### src/rtl/csum_pkg.sv
package csum_pkg;

  // Stage of the fixed word sequence the control expects next
  typedef enum logic [2:0] {
    PH_IDLE,
    PH_PROG,
    PH_CFG1,
    PH_CFG2,
    PH_ID
  } phase_t;

  // Strobes from control to datapath, valid for one cycle
  typedef struct packed {
    logic clear;    // start: zero the sums and sample protection
    logic addProg;  // program word accepted
    logic addCfg1;  // configuration word 1 accepted
    logic addCfg2;  // configuration word 2 accepted
    logic addId;    // an ID word accepted
  } dpStrobe_t;

endpackage

### src/rtl/csum_ctrl.sv
module csum_ctrl
  import csum_pkg::*;
#(
  parameter int PROG_WORDS = 4096,
  parameter int ID_WORDS   = 4
) (
  input  logic      clk,
  input  logic      rstN,
  input  logic      start,
  input  logic      wordValid,
  output dpStrobe_t strobe,
  output logic      busy,
  output logic      done
);

  localparam int PROG_CNT_W = (PROG_WORDS > 1) ? $clog2(PROG_WORDS) : 1;
  localparam int ID_CNT_W   = (ID_WORDS > 1) ? $clog2(ID_WORDS) : 1;
  localparam logic [PROG_CNT_W-1:0] PROG_LAST = PROG_CNT_W'(PROG_WORDS - 1);
  localparam logic [ID_CNT_W-1:0]   ID_LAST   = ID_CNT_W'(ID_WORDS - 1);

  phase_t                phase;
  logic [PROG_CNT_W-1:0] progCnt;
  logic [ID_CNT_W-1:0]   idCnt;
  logic                  accept;
  logic                  finish;

  assign busy   = (phase != PH_IDLE);
  // start has priority: a word valid in the start cycle is dropped
  assign accept = wordValid && busy && !start;
  assign finish = accept && (phase == PH_ID) && (idCnt == ID_LAST);

  always_comb begin
    strobe         = '0;
    strobe.clear   = start;
    strobe.addProg = accept && (phase == PH_PROG);
    strobe.addCfg1 = accept && (phase == PH_CFG1);
    strobe.addCfg2 = accept && (phase == PH_CFG2);
    strobe.addId   = accept && (phase == PH_ID);
  end

  always_ff @(posedge clk or negedge rstN) begin
    if (!rstN) begin
      phase   <= PH_IDLE;
      progCnt <= '0;
      idCnt   <= '0;
      done    <= 1'b0;
    end else begin
      done <= finish;
      if (start) begin
        phase   <= PH_PROG;
        progCnt <= '0;
        idCnt   <= '0;
      end else if (accept) begin
        unique case (phase)
          PH_PROG: begin
            progCnt <= progCnt + 1'b1;
            if (progCnt == PROG_LAST) phase <= PH_CFG1;
          end
          PH_CFG1: phase <= PH_CFG2;
          PH_CFG2: phase <= PH_ID;
          PH_ID: begin
            idCnt <= idCnt + 1'b1;
            if (idCnt == ID_LAST) phase <= PH_IDLE;
          end
          default: phase <= PH_IDLE;
        endcase
      end
    end
  end

endmodule

### src/rtl/csum_datapath.sv
module csum_datapath
  import csum_pkg::*;
#(
  parameter int                WORD_W    = 14,
  parameter int                SUM_W     = 16,
  parameter int                ID_WORDS  = 4,
  parameter logic [WORD_W-1:0] CFG1_MASK = 14'h3FFF,
  parameter logic [WORD_W-1:0] CFG2_MASK = 14'h0003
) (
  input  logic              clk,
  input  logic              rstN,
  input  dpStrobe_t         strobe,
  input  logic              codeProtect,
  input  logic [WORD_W-1:0] wordData,
  output logic              protOn,
  output logic [SUM_W-1:0]  checksum
);

  localparam int NIB_W = SUM_W / ID_WORDS;

  logic [SUM_W-1:0] acc;     // program and configuration contributions
  logic [SUM_W-1:0] idPack;  // ID nibbles, first ID ends up most significant
  logic [SUM_W-1:0] addend;
  logic             protQ;

  always_comb begin
    addend = '0;
    if (strobe.addProg && !protQ) addend = SUM_W'(wordData);
    if (strobe.addCfg1)           addend = SUM_W'(wordData & CFG1_MASK);
    if (strobe.addCfg2)           addend = SUM_W'(wordData & CFG2_MASK);
  end

  always_ff @(posedge clk or negedge rstN) begin
    if (!rstN) begin
      acc    <= '0;
      idPack <= '0;
      protQ  <= 1'b0;
    end else if (strobe.clear) begin
      acc    <= '0;
      idPack <= '0;
      protQ  <= codeProtect;
    end else begin
      acc <= acc + addend;
      if (strobe.addId)
        idPack <= {idPack[SUM_W-NIB_W-1:0], wordData[NIB_W-1:0]};
    end
  end

  assign protOn   = protQ;
  assign checksum = acc + (protQ ? idPack : '0);

endmodule

### src/rtl/csum_accum.sv
module csum_accum
  import csum_pkg::*;
#(
  parameter int                PROG_WORDS = 4096,
  parameter int                WORD_W     = 14,
  parameter int                SUM_W      = 16,
  parameter int                ID_WORDS   = 4,
  parameter logic [WORD_W-1:0] CFG1_MASK  = 14'h3FFF,
  parameter logic [WORD_W-1:0] CFG2_MASK  = 14'h0003
) (
  input  logic              clk,
  input  logic              rstN,
  input  logic              start,
  input  logic              codeProtect,
  input  logic              wordValid,
  input  logic [WORD_W-1:0] wordData,
  output logic [SUM_W-1:0]  checksum,
  output logic              done
);

  dpStrobe_t strobe;
  logic      busy;
  logic      protOn;

  csum_ctrl #(
    .PROG_WORDS(PROG_WORDS),
    .ID_WORDS  (ID_WORDS)
  ) u_ctrl (
    .clk      (clk),
    .rstN     (rstN),
    .start    (start),
    .wordValid(wordValid),
    .strobe   (strobe),
    .busy     (busy),
    .done     (done)
  );

  csum_datapath #(
    .WORD_W   (WORD_W),
    .SUM_W    (SUM_W),
    .ID_WORDS (ID_WORDS),
    .CFG1_MASK(CFG1_MASK),
    .CFG2_MASK(CFG2_MASK)
  ) u_dp (
    .clk        (clk),
    .rstN       (rstN),
    .strobe     (strobe),
    .codeProtect(codeProtect),
    .wordData   (wordData),
    .protOn     (protOn),
    .checksum   (checksum)
  );

endmodule

### config.mk
export PLATFORM = sky130hd
export DESIGN_NAME = csum_accum
export DESIGN_NICKNAME = d
export VERILOG_FILES = /design/src/rtl/csum_pkg.sv /design/src/rtl/csum_ctrl.sv /design/src/rtl/csum_datapath.sv /design/src/rtl/csum_accum.sv
export SDC_FILE = /design/constraint.sdc
export NUM_CORES = 1
export LEC_CHECK = 0
export CORE_MARGIN = 10
export CORE_UTILIZATION = 55
export CTS_CLUSTER_SIZE = 24
export DETAILED_ROUTE_END_ITERATION = 10
export DONT_BUFFER_PORTS = 1
export HOLD_SLACK_MARGIN = 0.06
export PLACE_DENSITY_LB_ADDON = 0.1
export SYNTH_ARGS = -nofsm -noshare
export SYNTH_HDL_FRONTEND = slang
export SYNTH_SLANG_ARGS = --single-unit
### constraint.sdc
create_clock -name clk -period 6.3 [get_ports clk]
set_input_delay 0.945 -clock clk [delete_from_list [all_inputs] [get_ports clk]]
set_output_delay 0.945 -clock clk [all_outputs]
set_load 0.01 [all_outputs]
==> metrics.log <==
[metrics] leak pwr: between 0.0015 and 0.002 uW
[metrics] commonest cells after routing, fill and taps aside: sky130_fd_sc_hd__dfrtp_1, sky130_fd_sc_hd__nand2_1, sky130_fd_sc_hd__a21oi_1, sky130_fd_sc_hd__nor2_1, sky130_fd_sc_hd__ha_1
[metrics] clock tree root driver cell: sky130_fd_sc_hd__clkbuf_8
[metrics] r2r setup slk: between 3 and 4 ns
[metrics] Num CTS Buffers: 5
[metrics] number of levels the H-tree was split into: 2
[metrics] fillers: 625
[metrics] remaining max-slew budget at the tightest pin: 0.512
[metrics] net count after synthesis: between 400 and 500
[metrics] kind of critical path: flip-flop to primary output
[metrics] # DRC: 0
[metrics] Hold Vio Cnt, Final: 0
[metrics] clock-pin transition on the worst setup and hold timing paths: 0.10 ns
[metrics] portion of the post-synthesis area used by sequential elements: 0.347
[metrics] Syn-to-layout area delta: 2.45%
[metrics] hold bufs inserted after CTS: 0
[metrics] TritonCTS clock tree: built
[metrics] clock insertion delay at the later pin of the skew report: ~0.31 ns
[metrics] outcome: completed
[metrics] Die Width: a little over 100 um
[metrics] Buffers & Inverters on Critical Path: 1
[metrics] fraction of final layout cells with drive strength greater than 1: 0.0545
[metrics] Post-Route Skew: between 0.008 and 0.009 ns
[metrics] Final ANT Viol Nets: 0
[metrics] Peak VDD IR: 0.134 mV
[metrics] critical path peak fanout: 19
[metrics] starting utilization of the core area: 0.573
[metrics] capturing instance or port of the critical path: checksum[12]
[metrics] share of synthesized registers carrying an async set or reset: 1.00
[metrics] routed via count: 2,863
[metrics] Max Transition Viols Final: 0
[metrics] predominant post-synthesis flop cell: sky130_fd_sc_hd__dfrtp_1
[metrics] proportion of power drawn by flip-flops and latches: 0.568
[metrics] cell class contributing the biggest share of worst-path delay: compound AO/OA/AOI/OAI gates
[metrics] setup TNS after final layout: 0 ns
[metrics] number of global-route vias before repair: 2,655
[metrics] number of cell instances on the worst register-to-register path: 10
[metrics] endpoint of the lowest-slack register-to-register path: u_dp.acc[12]
[metrics] Die Span Y: slightly above 100 um
[metrics] EDFF count, synth: 0
[metrics] area share of the largest cell type after synthesis: 0.347
[metrics] final net count: 455
[metrics] Std-Cell Rows: 29
[metrics] Power per Cell Area: 159 nW/um2
[metrics] Hold Crit Class: input port to async pin
[metrics] GR Util All Layers: 0.155
[metrics] clock buffer depth: 2
[metrics] final cycle utilization of the critical path: 0.637
[metrics] initial antenna violation count: 2
[metrics] sum of routed wire length over all layers: 7850 um
[metrics] io pins: 36
[metrics] highest clock frequency the design can meet: 249 MHz
[metrics] Final WS setup: 2.29 ns
[metrics] PortBufs: 0
[metrics] max_cap viols: 0
[metrics] 1st-iter DRT viols: about 170
[metrics] RSZ-0062 raised after global routing: false
[metrics] Placement Setup Slack: 2.55 ns
[metrics] Detailed Routing Iterations Pass 1: 4
[metrics] sw frac: 0.256
[metrics] Required @ worst endpoint: approximately 5.4 ns
[metrics] mean number of vias per cell: 5.93
[metrics] Die ar.: ~10,000 um2
[metrics] longest individual stage delay on the worst path: ~0.57 ns
[metrics] critical path endpoint category: primary output
[metrics] clock sink total: 51
[metrics] pin count of the biggest net entering global routing: 56
[metrics] Period minus WS final: 4.01 ns
[metrics] CP Launch Point: u_dp.protOn
[metrics] Routability Congestion: 0.911
[metrics] number of flip-flops and latches in the synthesized netlist: slightly above 50
[metrics] CP arrival: slightly above 3 ns
[metrics] Yosys top cell by area: sky130_fd_sc_hd__dfrtp_1
[metrics] synthesized cell area: 3680 um2
[metrics] Critical Path Slowest Stage Cell: sky130_fd_sc_hd__dfrtp_1
[metrics] buffers inserted by post-CTS timing repair: 0
[metrics] internal cell power: 446 uW
[metrics] sw power: approximately 150 uW
[metrics] Gate Count Post-Synth: 420
[metrics] wire length of the first global-routing pass: 13,000 um
[metrics] number of distinct library cell variants in the gate-level netlist after synthesis: 57
[metrics] Core Region: around 6400 um2
[metrics] most frequent standard cell in the layout excluding fill and tap cells: sky130_fd_sc_hd__dfrtp_1
[metrics] critical path cell sequence: and2_1 > ha_1 > inv_1 > fa_1 > nor2b_1 > o2111ai_1 > nand3_1 > a21boi_0 > nor2_1 > a311oi_1
[metrics] r2r startpoint: u_dp.protOn
[metrics] cells taking the most area after synthesis: sky130_fd_sc_hd__dfrtp_1, sky130_fd_sc_hd__ha_1, sky130_fd_sc_hd__and2_1, sky130_fd_sc_hd__a21oi_1, sky130_fd_sc_hd__nand2_1
[metrics] share of total power in the clock network: 0.341
[metrics] half-perimeter wire length after placement: 5840 um
[metrics] yosys synthesis warning count: 0
[metrics] global route total overflow: 0
[metrics] cells resized by post-CTS repair: 0
[metrics] Finish-stage setup viols: 0
[metrics] mean instance size in the synthesized netlist: ~9 um2
[metrics] fraction of power consumed by combinational cells: 0.091
[metrics] Levels on crit path: 10
[metrics] Tightest Pin Transition: 0.729 ns
[metrics] startpoint kind of the worst setup timing path: flip-flop
[metrics] WL per Instance: 16.3 um
layout make-up:
cell class                      count  area [um2]  area share
Sequential cell                    51        1280       0.339
Inverter                           10        37.5     0.00996
Clock buffer                        6        82.6      0.0219
Clock inverter                      2        16.3     0.00432
Tap cell                           77        96.3      0.0256
Antenna cell                        2        5.00     0.00133
Multi-Input combinational cell    335        2250       0.598
kinds of logic after synthesis:
kind of cell,synth area share
compound gates,0.183
buf+inv,0.0401
flops,0.347
xor+xnor,0.0786
mux,0.0160
fa+ha+maj,0.116
simple gates,0.218
worst min path at each step:
stage,from,to,cells after the start,slack (ns)
2_1_floorplan,u_dp.idPack[12],u_dp.idPack[12],2,0.50
4_1_cts,rstN,u_dp.acc[13],0,0.31
5_1_grt,rstN,u_dp.protOn,0,0.30
3_3_place_gp,u_dp.idPack[13],u_dp.idPack[13],2,0.50
3_5_place_dp,u_dp.idPack[14],u_dp.idPack[14],2,0.51
6_report,rstN,u_ctrl.progCnt[0],0,0.31
sequential cells by signal (all words and copies together), names as in the netlist:
signal / count
u_ctrl.idCnt: 2
u_ctrl.phase: 3
u_dp.acc: 16
u_dp.idPack: 16
u_ctrl.done: 1
u_dp.protOn: 1
u_ctrl.progCnt: 12
Yosys cell counts, types with 2 or more instances:
| cell | n |
|---|---|
| sky130_fd_sc_hd__buf_6 | 2 |
| sky130_fd_sc_hd__o31a_1 | 2 |
| sky130_fd_sc_hd__a31o_2 | 2 |
| sky130_fd_sc_hd__inv_1 | 10 |
| sky130_fd_sc_hd__clkbuf_1 | 14 |
| sky130_fd_sc_hd__a211oi_1 | 3 |
| sky130_fd_sc_hd__a21oi_2 | 2 |
| sky130_fd_sc_hd__nand2_1 | 48 |
| sky130_fd_sc_hd__nand2b_1 | 2 |
| sky130_fd_sc_hd__mux2_2 | 2 |
| sky130_fd_sc_hd__ha_1 | 31 |
| sky130_fd_sc_hd__nand4_1 | 5 |
| sky130_fd_sc_hd__dfrtp_1 | 51 |
| sky130_fd_sc_hd__nor2b_1 | 9 |
| sky130_fd_sc_hd__o2111ai_1 | 2 |
| sky130_fd_sc_hd__clkbuf_2 | 2 |
| sky130_fd_sc_hd__o21ai_0 | 16 |
| sky130_fd_sc_hd__a31oi_1 | 6 |
| sky130_fd_sc_hd__buf_2 | 2 |
| sky130_fd_sc_hd__a221o_1 | 2 |
| sky130_fd_sc_hd__xor2_1 | 15 |
| sky130_fd_sc_hd__nand3_1 | 12 |
| sky130_fd_sc_hd__and2b_1 | 3 |
| sky130_fd_sc_hd__fa_1 | 2 |
| sky130_fd_sc_hd__nor3_1 | 3 |
| sky130_fd_sc_hd__o21a_1 | 4 |
| sky130_fd_sc_hd__o31ai_1 | 2 |
| sky130_fd_sc_hd__and2_1 | 29 |
| sky130_fd_sc_hd__nor2_1 | 34 |
| sky130_fd_sc_hd__a21o_1 | 13 |
| sky130_fd_sc_hd__or3_1 | 3 |
| sky130_fd_sc_hd__and3_1 | 4 |
| sky130_fd_sc_hd__xnor2_1 | 18 |
| sky130_fd_sc_hd__a21oi_1 | 36 |
| sky130_fd_sc_hd__nor3b_1 | 2 |
| sky130_fd_sc_hd__o21ai_1 | 2 |
| sky130_fd_sc_hd__o211ai_1 | 2 |
| sky130_fd_sc_hd__buf_1 | 4 |
power groups by stage:
stage	sequential, uW	combinational, uW	clock, uW
floorplan	343	53.7	0
global placement	348	53.5	0
detailed placement	348	54.7	0
CTS	341	55.1	210
global route	342	61.7	225
finish	341	54.6	205
per-stage QoR:
step	cells	util	instance area (um2)	power, uW	hold WS (ns)
after floorplan	420	-	3680	397	0.496
after global placement	473	0.570	3660	401	0.499
after detailed placement	473	0.570	3660	402	0.510
after CTS	481	0.586	3760	606	0.306
after global routing	482	0.586	3760	629	0.295
final	483	0.587	3770	600	0.314
worst reg2reg max path, delay by kind of cell (launching register included):
kind,cells,cell delay [ns]
simple gates,4,0.97
mux,1,0.32
compound gates,4,0.98
fa+ha+maj,1,0.26
flops,1,0.57
layer usage:
layer  global-route usage  share of wire  vias to the layer above
met5                    0              0                        -
met4               0.0495          0.019                        0
li1                     -              -                     1428
met2                0.240           0.45                       55
met3               0.0504          0.065                       16
met1                0.199           0.46                     1364
Power figures use the tool's default switching activity.
